==> src/rtl/loader_pkg.sv <==
package loader_pkg;
  typedef enum logic [2:0] {
    ST_IDLE   = 3'd0,
    ST_SETUP  = 3'd1,
    ST_CLK_HI = 3'd2,
    ST_CLK_LO = 3'd3,
    ST_GAP    = 3'd4,
    ST_LATCH  = 3'd5,
    ST_DONE   = 3'd6
  } ldr_state_t;
endpackage

==> src/rtl/ldr_timer.sv <==
module ldr_timer #(
  parameter int CW = 4
) (
  input  logic          clk,
  input  logic          rst_n,
  input  logic          load,
  input  logic [CW-1:0] load_val,
  output logic          expired
);
  logic [CW-1:0] cnt;

  always_ff @(posedge clk) begin
    if (!rst_n)          cnt <= '0;
    else if (load)       cnt <= load_val;
    else if (cnt != '0)  cnt <= cnt - 1'b1;
  end

  assign expired = (cnt == '0);
endmodule

==> src/rtl/ldr_shifter.sv <==
module ldr_shifter #(
  parameter int W = 16
) (
  input  logic         clk,
  input  logic         rst_n,
  input  logic         load,
  input  logic [W-1:0] data,
  input  logic         shift,
  output logic         sdo,
  output logic         empty
);
  localparam int BW = $clog2(W + 1);

  logic [W-1:0]  shreg;
  logic [BW-1:0] left;

  always_ff @(posedge clk) begin
    if (!rst_n) begin
      shreg <= '0;
      left  <= '0;
    end else if (load) begin
      shreg <= data;
      left  <= BW'(W);
    end else if (shift) begin
      shreg <= {shreg[W-2:0], 1'b0};
      left  <= left - 1'b1;
    end
  end

  assign sdo   = shreg[W-1];
  assign empty = (left == '0);

  // a shift is never requested once all bits are out
  p_shift_nonempty_r3: assert property (@(posedge clk) disable iff (!rst_n)
    shift |-> !empty);
endmodule

==> src/rtl/ldr_blank.sv <==
module ldr_blank #(
  parameter int BLANK_CYC = 450
) (
  input  logic clk,
  input  logic rst_n,
  input  logic accept,
  input  logic blank_en,
  input  logic seq_finished,
  output logic oe_n
);
  localparam int BW = $clog2(BLANK_CYC + 1);

  logic [BW-1:0] bcnt;

  always_ff @(posedge clk) begin
    if (!rst_n) begin
      oe_n <= 1'b0;
      bcnt <= '0;
    end else if (accept && blank_en) begin
      oe_n <= 1'b1;
      bcnt <= BW'(1);
    end else if (oe_n) begin
      if (seq_finished && (bcnt >= BW'(BLANK_CYC)))
        oe_n <= 1'b0;
      else if (bcnt != BW'(BLANK_CYC))
        bcnt <= bcnt + 1'b1;
    end
  end

  // blanking is never released before the strobe has ended
  p_oe_hold_r7: assert property (@(posedge clk) disable iff (!rst_n)
    (oe_n && !seq_finished) |=> oe_n);
  // release only after the minimum blanking width
  p_oe_min_r7: assert property (@(posedge clk) disable iff (!rst_n)
    $fell(oe_n) |-> ($past(bcnt) == BW'(BLANK_CYC)));
  // without a blanked acceptance, output enable stays low
  p_oe_off_r6: assert property (@(posedge clk) disable iff (!rst_n)
    (!oe_n && !(accept && blank_en)) |=> !oe_n);
endmodule

==> src/rtl/ldr_seq.sv <==
module ldr_seq
  import loader_pkg::*;
#(
  parameter int SETUP_CYC = 5,
  parameter int HIGH_CYC  = 5,
  parameter int LOW_CYC   = 5,
  parameter int GAP_CYC   = 2,
  parameter int LATCH_CYC = 10
) (
  input  logic       clk,
  input  logic       rst_n,
  input  logic       accept,
  input  logic       empty,
  output ldr_state_t state,
  output logic       shift,
  output logic       ser_clk,
  output logic       latch_str,
  output logic       done
);
  localparam int M1   = (SETUP_CYC > HIGH_CYC) ? SETUP_CYC : HIGH_CYC;
  localparam int M2   = (LOW_CYC > GAP_CYC) ? LOW_CYC : GAP_CYC;
  localparam int M3   = (M1 > M2) ? M1 : M2;
  localparam int MAXD = (M3 > LATCH_CYC) ? M3 : LATCH_CYC;
  localparam int CW   = (MAXD < 2) ? 1 : $clog2(MAXD);

  ldr_state_t state_n;
  logic       expired;
  logic       tload;
  logic [CW-1:0] tval;

  function automatic logic [CW-1:0] dur_m1(input ldr_state_t s);
    case (s)
      ST_SETUP:  dur_m1 = CW'(SETUP_CYC - 1);
      ST_CLK_HI: dur_m1 = CW'(HIGH_CYC - 1);
      ST_CLK_LO: dur_m1 = CW'(LOW_CYC - 1);
      ST_GAP:    dur_m1 = CW'(GAP_CYC - 1);
      ST_LATCH:  dur_m1 = CW'(LATCH_CYC - 1);
      default:   dur_m1 = '0;
    endcase
  endfunction

  always_comb begin
    state_n = state;
    case (state)
      ST_IDLE:   if (accept)  state_n = ST_SETUP;
      ST_SETUP:  if (expired) state_n = ST_CLK_HI;
      ST_CLK_HI: if (expired) state_n = ST_CLK_LO;
      ST_CLK_LO: if (expired) state_n = empty ? ST_GAP : ST_CLK_HI;
      ST_GAP:    if (expired) state_n = ST_LATCH;
      ST_LATCH:  if (expired) state_n = ST_DONE;
      ST_DONE:   state_n = ST_IDLE;
      default:   state_n = ST_IDLE;
    endcase
  end

  assign tload = (state_n != state);
  assign tval  = dur_m1(state_n);

  ldr_timer #(.CW(CW)) u_timer (
    .clk      (clk),
    .rst_n    (rst_n),
    .load     (tload),
    .load_val (tval),
    .expired  (expired)
  );

  always_ff @(posedge clk) begin
    if (!rst_n) state <= ST_IDLE;
    else        state <= state_n;
  end

  assign shift     = (state == ST_CLK_HI) && (state_n == ST_CLK_LO);
  assign ser_clk   = (state == ST_CLK_HI);
  assign latch_str = (state == ST_LATCH);
  assign done      = (state == ST_DONE);

  // the strobe starts only after every bit has been shifted
  p_latch_empty_r4: assert property (@(posedge clk) disable iff (!rst_n)
    $rose(latch_str) |-> empty);
  // done is a single-cycle pulse
  p_done_pulse_r5: assert property (@(posedge clk) disable iff (!rst_n)
    done |=> !done);
endmodule

==> src/rtl/chain_loader.sv <==
module chain_loader
  import loader_pkg::*;
#(
  parameter int CHAIN     = 2,
  parameter int SETUP_CYC = 5,
  parameter int HIGH_CYC  = 5,
  parameter int LOW_CYC   = 5,
  parameter int GAP_CYC   = 2,
  parameter int LATCH_CYC = 10,
  parameter int BLANK_CYC = 450
) (
  input  logic               clk,
  input  logic               rst_n,
  input  logic               blank_en,
  input  logic [CHAIN*8-1:0] frame_data,
  input  logic               frame_valid,
  output logic               frame_ready,
  output logic               ser_data,
  output logic               ser_clk,
  output logic               latch_str,
  output logic               oe_n,
  output logic               busy,
  output logic               done
);
  localparam int W = CHAIN * 8;

  ldr_state_t state;
  logic       accept;
  logic       shift;
  logic       empty;
  logic       seq_finished;

  assign frame_ready  = !busy;
  assign accept       = frame_valid && frame_ready;
  assign seq_finished = (state == ST_DONE) || (state == ST_IDLE);
  assign busy         = (state != ST_IDLE) || oe_n;

  ldr_seq #(
    .SETUP_CYC (SETUP_CYC),
    .HIGH_CYC  (HIGH_CYC),
    .LOW_CYC   (LOW_CYC),
    .GAP_CYC   (GAP_CYC),
    .LATCH_CYC (LATCH_CYC)
  ) u_seq (
    .clk       (clk),
    .rst_n     (rst_n),
    .accept    (accept),
    .empty     (empty),
    .state     (state),
    .shift     (shift),
    .ser_clk   (ser_clk),
    .latch_str (latch_str),
    .done      (done)
  );

  ldr_shifter #(.W(W)) u_shift (
    .clk   (clk),
    .rst_n (rst_n),
    .load  (accept),
    .data  (frame_data),
    .shift (shift),
    .sdo   (ser_data),
    .empty (empty)
  );

  ldr_blank #(.BLANK_CYC(BLANK_CYC)) u_blank (
    .clk          (clk),
    .rst_n        (rst_n),
    .accept       (accept),
    .blank_en     (blank_en),
    .seq_finished (seq_finished),
    .oe_n         (oe_n)
  );

  // an accepted frame makes the block busy on the next cycle
  p_accept_busy_r1: assert property (@(posedge clk) disable iff (!rst_n)
    accept |=> busy);
  // serial data never moves while the shift clock is high
  p_data_stable_r2: assert property (@(posedge clk) disable iff (!rst_n)
    ser_clk |-> $stable(ser_data));
  // strobe and shift clock are mutually exclusive
  p_excl_r4: assert property (@(posedge clk) disable iff (!rst_n)
    !(ser_clk && latch_str));
endmodule

==> config.mk <==
export PLATFORM = sky130hd
export DESIGN_NAME = chain_loader
export DESIGN_NICKNAME = d
export VERILOG_FILES = /design/src/rtl/loader_pkg.sv /design/src/rtl/ldr_timer.sv /design/src/rtl/ldr_shifter.sv /design/src/rtl/ldr_blank.sv /design/src/rtl/ldr_seq.sv /design/src/rtl/chain_loader.sv
export SDC_FILE = /design/constraint.sdc
export NUM_CORES = 1
export LEC_CHECK = 0
export BUFFER_PORTS_ARGS = -buffer_cell sky130_fd_sc_hd__buf_4
export CORE_ASPECT_RATIO = 1.4
export CORE_UTILIZATION = 50
export DETAILED_ROUTE_END_ITERATION = 10
export PLACE_DENSITY = 0.71
export SLEW_MARGIN = 10
export SYNTH_ARGS = -nofsm -noshare
export SYNTH_HDL_FRONTEND = slang
export SYNTH_SLANG_ARGS = --single-unit
==> constraint.sdc <==
create_clock -name clk -period 5.5 [get_ports clk]
set_clock_uncertainty 0.1 [all_clocks]
set_input_delay 1.65 -clock clk [delete_from_list [all_inputs] [get_ports clk]]
set_output_delay 1.65 -clock clk [all_outputs]
set_load 0.02 [all_outputs]
Word level (Yosys, flattened, before mapping)
Index checks and enable logic that the tools add are counted.

Bits in registers: 38. Output and inout bits: 7. Logic and storage cells: 71.

Add/sub/neg operators: 3. Magnitude comparators: 1. Eq/ne operators: 14. Muxes and demuxes: 22. Bitwise logic cells: 2. Reduce and logical (&&, ||, !) cells: 21.

Operator list (count): $mux W16 (2); $mux W3 (7); $pmux W3 S6 (1); $eq A3 B3 Y1 const B (5); $eq A3 B2 Y1 const B (4); $pmux W4 S3 (1); $mux W5 (2); $add A9 B1 Y9 const B (1); $ge A9 B9 Y1 const B (1); $ne A9 B9 Y1 const B (1); $mux W4 (2); $reduce_bool A2 Y1 (4); $mux W1 (7); $eq A3 B1 Y1 const B (2); $reduce_and A3 Y1 (2); $logic_not A5 Y1 (1); $sub A5 B1 Y5 const B (1); $logic_and A1 B1 Y1 (4); $logic_not A4 Y1 (1); $reduce_bool A4 Y1 (1); $reduce_or A2 Y1 (2); $sub A4 B1 Y4 const B (1); $logic_not A3 Y1 (1); $ne A3 B3 Y1 (1); other kinds (6) (8).

Depth between registers and ports, before layout
Word-level depth: 10. Mapped depth: 8.

Cells and area by module
From an unflattened synthesis, not the netlist that was laid out.

Cell total of the unflattened synthesis: 240. Area, all modules: 2142.1 um^2.

Modules (own cells, without submodules): ldr_shifter (times used 1, cells an instance 108, area each 979.7 um^2); ldr_blank (times used 1, cells an instance 69, area each 589.3 um^2); ldr_seq (times used 1, cells an instance 35, area each 299.0 um^2); ldr_timer (times used 1, cells an instance 23, area each 230.2 um^2); chain_loader (times used 1, cells an instance 5, area each 43.8 um^2).

Worst setup path after synthesis
Ideal clock, no wire load.

Path type: register to output. Start point: register u_blank.oe_n. End point: output port busy. Arrival: 1.645 ns. Required time: 3.750 ns. Path slack: 2.105 ns. Stages on the path, launching flop included: 4. Buffers on the path: 1. Path through: dfxtp_1 -> buf_2 -> nor4_1 -> inv_1.

Word-level cells in the longest chain between the ends: 1.

RTL lines: from (decl) (line ldr_blank.sv:9) `output logic oe_n`; from (signal assigned) (line ldr_blank.sv:17) `oe_n <= 1'b0;`; from (signal assigned) (line ldr_blank.sv:20) `oe_n <= 1'b1;`; from (signal assigned) (line ldr_blank.sv:24) `oe_n <= 1'b0;`; $logic_or A1 B1 Y1 (line chain_loader.sv:36) `assign busy = (state != ST_IDLE) || oe_n;`; to (decl) (line chain_loader.sv:22) `output logic busy,`.

Every way passes these cells.

Worst setup path in the final report
Start point: register u_seq.state[2]. End point: output port busy.

Word-level cells in the longest chain between the ends: 2.

RTL lines: from (decl) (line ldr_seq.sv:14) `output ldr_state_t state,`; from (signal assigned) (line ldr_seq.sv:69) `else state <= state_n;`; $reduce_bool A3 Y1 (line chain_loader.sv:36); $logic_or A1 B1 Y1 (line chain_loader.sv:36).

Every way passes these cells.

==> impl_metrics.yaml <==
synth:
  synthDominantAreaCellType: "sky130_fd_sc_hd__dfxtp_1"
  async_flop_share_pct: 0
  syn-mean-instance-area_um2: 7.95
  syn_nets: 264
  synth_cell_type_count: 39
  seq_area_frac_synth_pct: 40.1
  post-synth-top-area-fraction_pct: 40.1
  yosysWarnings: 0
  ys_dominant_reg_cell: "sky130_fd_sc_hd__dfxtp_1"
  synth-edff-count: 0
  post_synth_instance_area_um2: 1900
  ys_seq_elements: 38
  synth_most_common_cell: "sky130_fd_sc_hd__nand2_1"
  post_synth_most_frequent_cells: "46 x sky130_fd_sc_hd__nand2_1, 38 x sky130_fd_sc_hd__dfxtp_1, 22 x sky130_fd_sc_hd__o21ai_0, 17 x sky130_fd_sc_hd__a31oi_1"
  largest_cells_by_area_after_synthesis: "sky130_fd_sc_hd__dfxtp_1 40%, sky130_fd_sc_hd__nand2_1 9.1%, sky130_fd_sc_hd__o21ai_0 5.8%"
  synthCells: 239
power_and_ir_drop:
  power_density_nw_per_um2: 435
  power_share_of_the_clock_group_pct: 20.8
  ir_worst_vdd_uv: 320
  share_seq_of_total_power_pct: 42.0
  combPwrFrac_pct: 37.1
  sw_frac_of_total_pct: 37.7
  power_switching_w: 0.000359
  p_int_w: 0.000594
  power.static_leakage_nw: 0.843
  total_power_after_layout_w: 0.000953
placed_design:
  hpwl_reported_at_the_end_of_detailed_placement_mm: 2.63
  place.gp.congestion: 0.783
  numPortBuffers: 26
  post_dp_cell_area_um2: 2100
  placedCellCount: 293
route:
  ant_nets: 0
  drt_pass1_iterations: 7
  route.detailed.drc: 1
  drt-wirelength-per-cell_um: 12.7
  postRouteWirelength_mm: 3.82
  routed_via_density: 5.62
  detailroute.via_count: 1692
  detail_route.iter0.violations: 30
global_route:
  initial_antenna_violation_count: 0
  grt.overflow.total: 0
  grt_pass1_wl_mm: 6.55
  total_grt_usage_pct: 21.9
  grt_pass1_vias: 1603
  grt_max_degree: 36
clock_tree:
  cts_made_buffers: 5
  cts_hold_buf: 0
  clock_path_buffers: 2
  cts.htree.levels: 2
  clk_pin_slew_worst_paths_ps: 80
  tritoncts: "yes"
  clkLatencyLatePin_ps: 290
  post-cts-setup-buffers: 0
  post_cts_resized: 0
  tritoncts_num_sinks: 38
  cts.root.buffer_cell: "sky130_fd_sc_hd__clkbuf_8"
timing:
  rsz_0062_raised_after_global_routing: "no"
  final_hold_viol_count: 0
  fin_setup_tns_ps: 0
  timing.fmax_ghz: 0.302
  final_max_slew_viol_count: 0
  worst_pin_slew_ps: 967
  final_period_minus_worst_setup_slack_ps: 3310
  layout_worst_path_cycle_share_pct: 60.2
  maxSlewHeadroom_pct: 35.4
  finalSetupViolations: 0
hold_path:
  hold_path_startpoint: "u_shift.shreg[14]"
  hold-path-cell-count: 2
  hold_end: "u_shift.shreg[15]"
  hold_path_class: "reg2reg"
setup_path:
  crit_arrival_ps: 1560
  r2r_end: "u_seq.u_timer.cnt[2]"
  reg2reg_from: "u_seq.state[2]"
  worst-path-max-fanout: 14
  worstRegToRegCells: 5
  timing.critical_path.required_ps: 3750
  register_to_register_path_setup_slack_ps: 2820
  crit_type: "reg2out"
  critPathLaunchType: "flip-flop"
  setup.worst_path.end_class: "output pin"
layout:
  antenna_cells: 0
  drive_above_1_share_pct: 14.7
  finalNetCount: 283
  number_of_cells_in_the_finished_layout_apart_from_fillers: 301
  synthToLayoutAreaGrowth_pct: 15.2
  fill_cells: 351
  finish.instance_area_um2: 2190
  fin_util_pct: 60.1
die:
  initial_core_util_pct: 52.1
  fp-row-count: 26
  die_width_um: 54.1
  io_pins: 27
  die_area_um2: 4050
  core-area_um2: 3640
  die_h_um: 74.9
run_status:
  violations_in_the_final_reports: "DRC"
  run_status: "complete, but fails checks"
flow_run:
  drv.max_cap_violation_count: 0
power groups by stage:
stage,Sequential [W],Combinational [W],Clock (W)
floorplan,0.000381,0.000287,0
global placement,0.000404,0.000351,0
detailed placement,0.000405,0.000354,0
CTS,0.000400,0.000357,0.000207
global route,0.000411,0.000406,0.000214
finish,0.000400,0.000354,0.000198
how the worst max path moves through the flow:
stage                         from                    to  slack (ps)  cells after the start
floorplan             u_blank.oe_n                  busy        2100                      3
global placement       frame_valid  u_seq.u_timer.cnt[2]        2090                      4
detailed placement     frame_valid  u_seq.u_timer.cnt[2]        2080                      4
CTS                 u_seq.state[2]                  busy        2190                      3
global route        u_seq.state[1]                  busy        2020                      3
finish              u_seq.state[2]                  busy        2190                      3
layout by cell type, fill, tap and decap left out, types with 2 or more instances in the layout:
cell	synthesis	routed
sky130_fd_sc_hd__clkbuf_8	0	6
sky130_fd_sc_hd__and3_1	5	5
sky130_fd_sc_hd__dfxtp_1	38	38
sky130_fd_sc_hd__xnor2_1	5	5
sky130_fd_sc_hd__a21boi_0	3	3
sky130_fd_sc_hd__nor3b_1	2	2
sky130_fd_sc_hd__nand4_1	3	3
sky130_fd_sc_hd__nor2b_1	2	2
sky130_fd_sc_hd__buf_4	0	27
sky130_fd_sc_hd__a31oi_1	17	17
sky130_fd_sc_hd__nand3_1	9	9
sky130_fd_sc_hd__inv_1	8	8
sky130_fd_sc_hd__a21oi_1	5	5
sky130_fd_sc_hd__nand2_1	46	46
sky130_fd_sc_hd__or3_1	3	3
sky130_fd_sc_hd__o21ai_0	22	22
sky130_fd_sc_hd__and2_1	5	5
sky130_fd_sc_hd__nor4b_1	2	2
sky130_fd_sc_hd__nor2_1	13	13
sky130_fd_sc_hd__o21a_1	2	2
sky130_fd_sc_hd__nor4_1	2	2
sky130_fd_sc_hd__xor2_1	7	7
sky130_fd_sc_hd__o31ai_1	3	3
sky130_fd_sc_hd__ha_1	5	5
sky130_fd_sc_hd__nor3_1	3	3
sky130_fd_sc_hd__a211oi_1	2	2
state kept, by name, summed over array words and instances (netlist names):
register / flops
u_seq.u_timer.cnt: 4
u_seq.state: 3
u_shift.shreg: 16
u_blank.bcnt: 9
u_shift.left: 5
u_blank.oe_n: 1
critical path, stage by stage (launching register included):
cell and delay, ps:
sky130_fd_sc_hd__dfxtp_1 450, sky130_fd_sc_hd__nor4_1 570, sky130_fd_sc_hd__inv_1 80, sky130_fd_sc_hd__buf_4 170
routing by layer:
| layer | part of all wire (%) | global-route usage [%] |
|---|---|---|
| met1 | 46 | 23.8 |
| met4 | 1.6 | 8.83 |
| met3 | 3.1 | 5.45 |
| met2 | 50 | 39.4 |
| met5 | 0 | 0 |
kinds of logic (layout without fill, tap and decap cells):
logic type      after synthesis  after routing  share of synthesized area (%)
fa+ha+maj                     5              5                           3.29
compound gates               61             61                           20.9
xor+xnor                     12             12                           5.53
flops                        38             38                           40.1
simple gates                100            100                           25.6
buf+inv                      23             43                           4.61
through the flow:
stage | worst slack [ps] | hold WS [ps]
2_1_floorplan | 2100 | 349
3_3_place_gp | 2090 | 361
3_5_place_dp | 2080 | 365
4_1_cts | 2190 | 376
5_1_grt | 2020 | 395
6_report | 2190 | 373
area by class of cell:
cell class | instances | area [um2] | share of cell area (%)
clock buffers | 7 | 86.3 | 3.95
clock inverters | 1 | 5.00 | 0.229
inverters | 8 | 30.0 | 1.37
multi-input cells | 178 | 1050 | 48.0
flip-flops and latches | 38 | 761 | 34.8
well taps | 42 | 52.6 | 2.40
repair buffers | 27 | 203 | 9.26
Power figures use the tool's default switching activity.
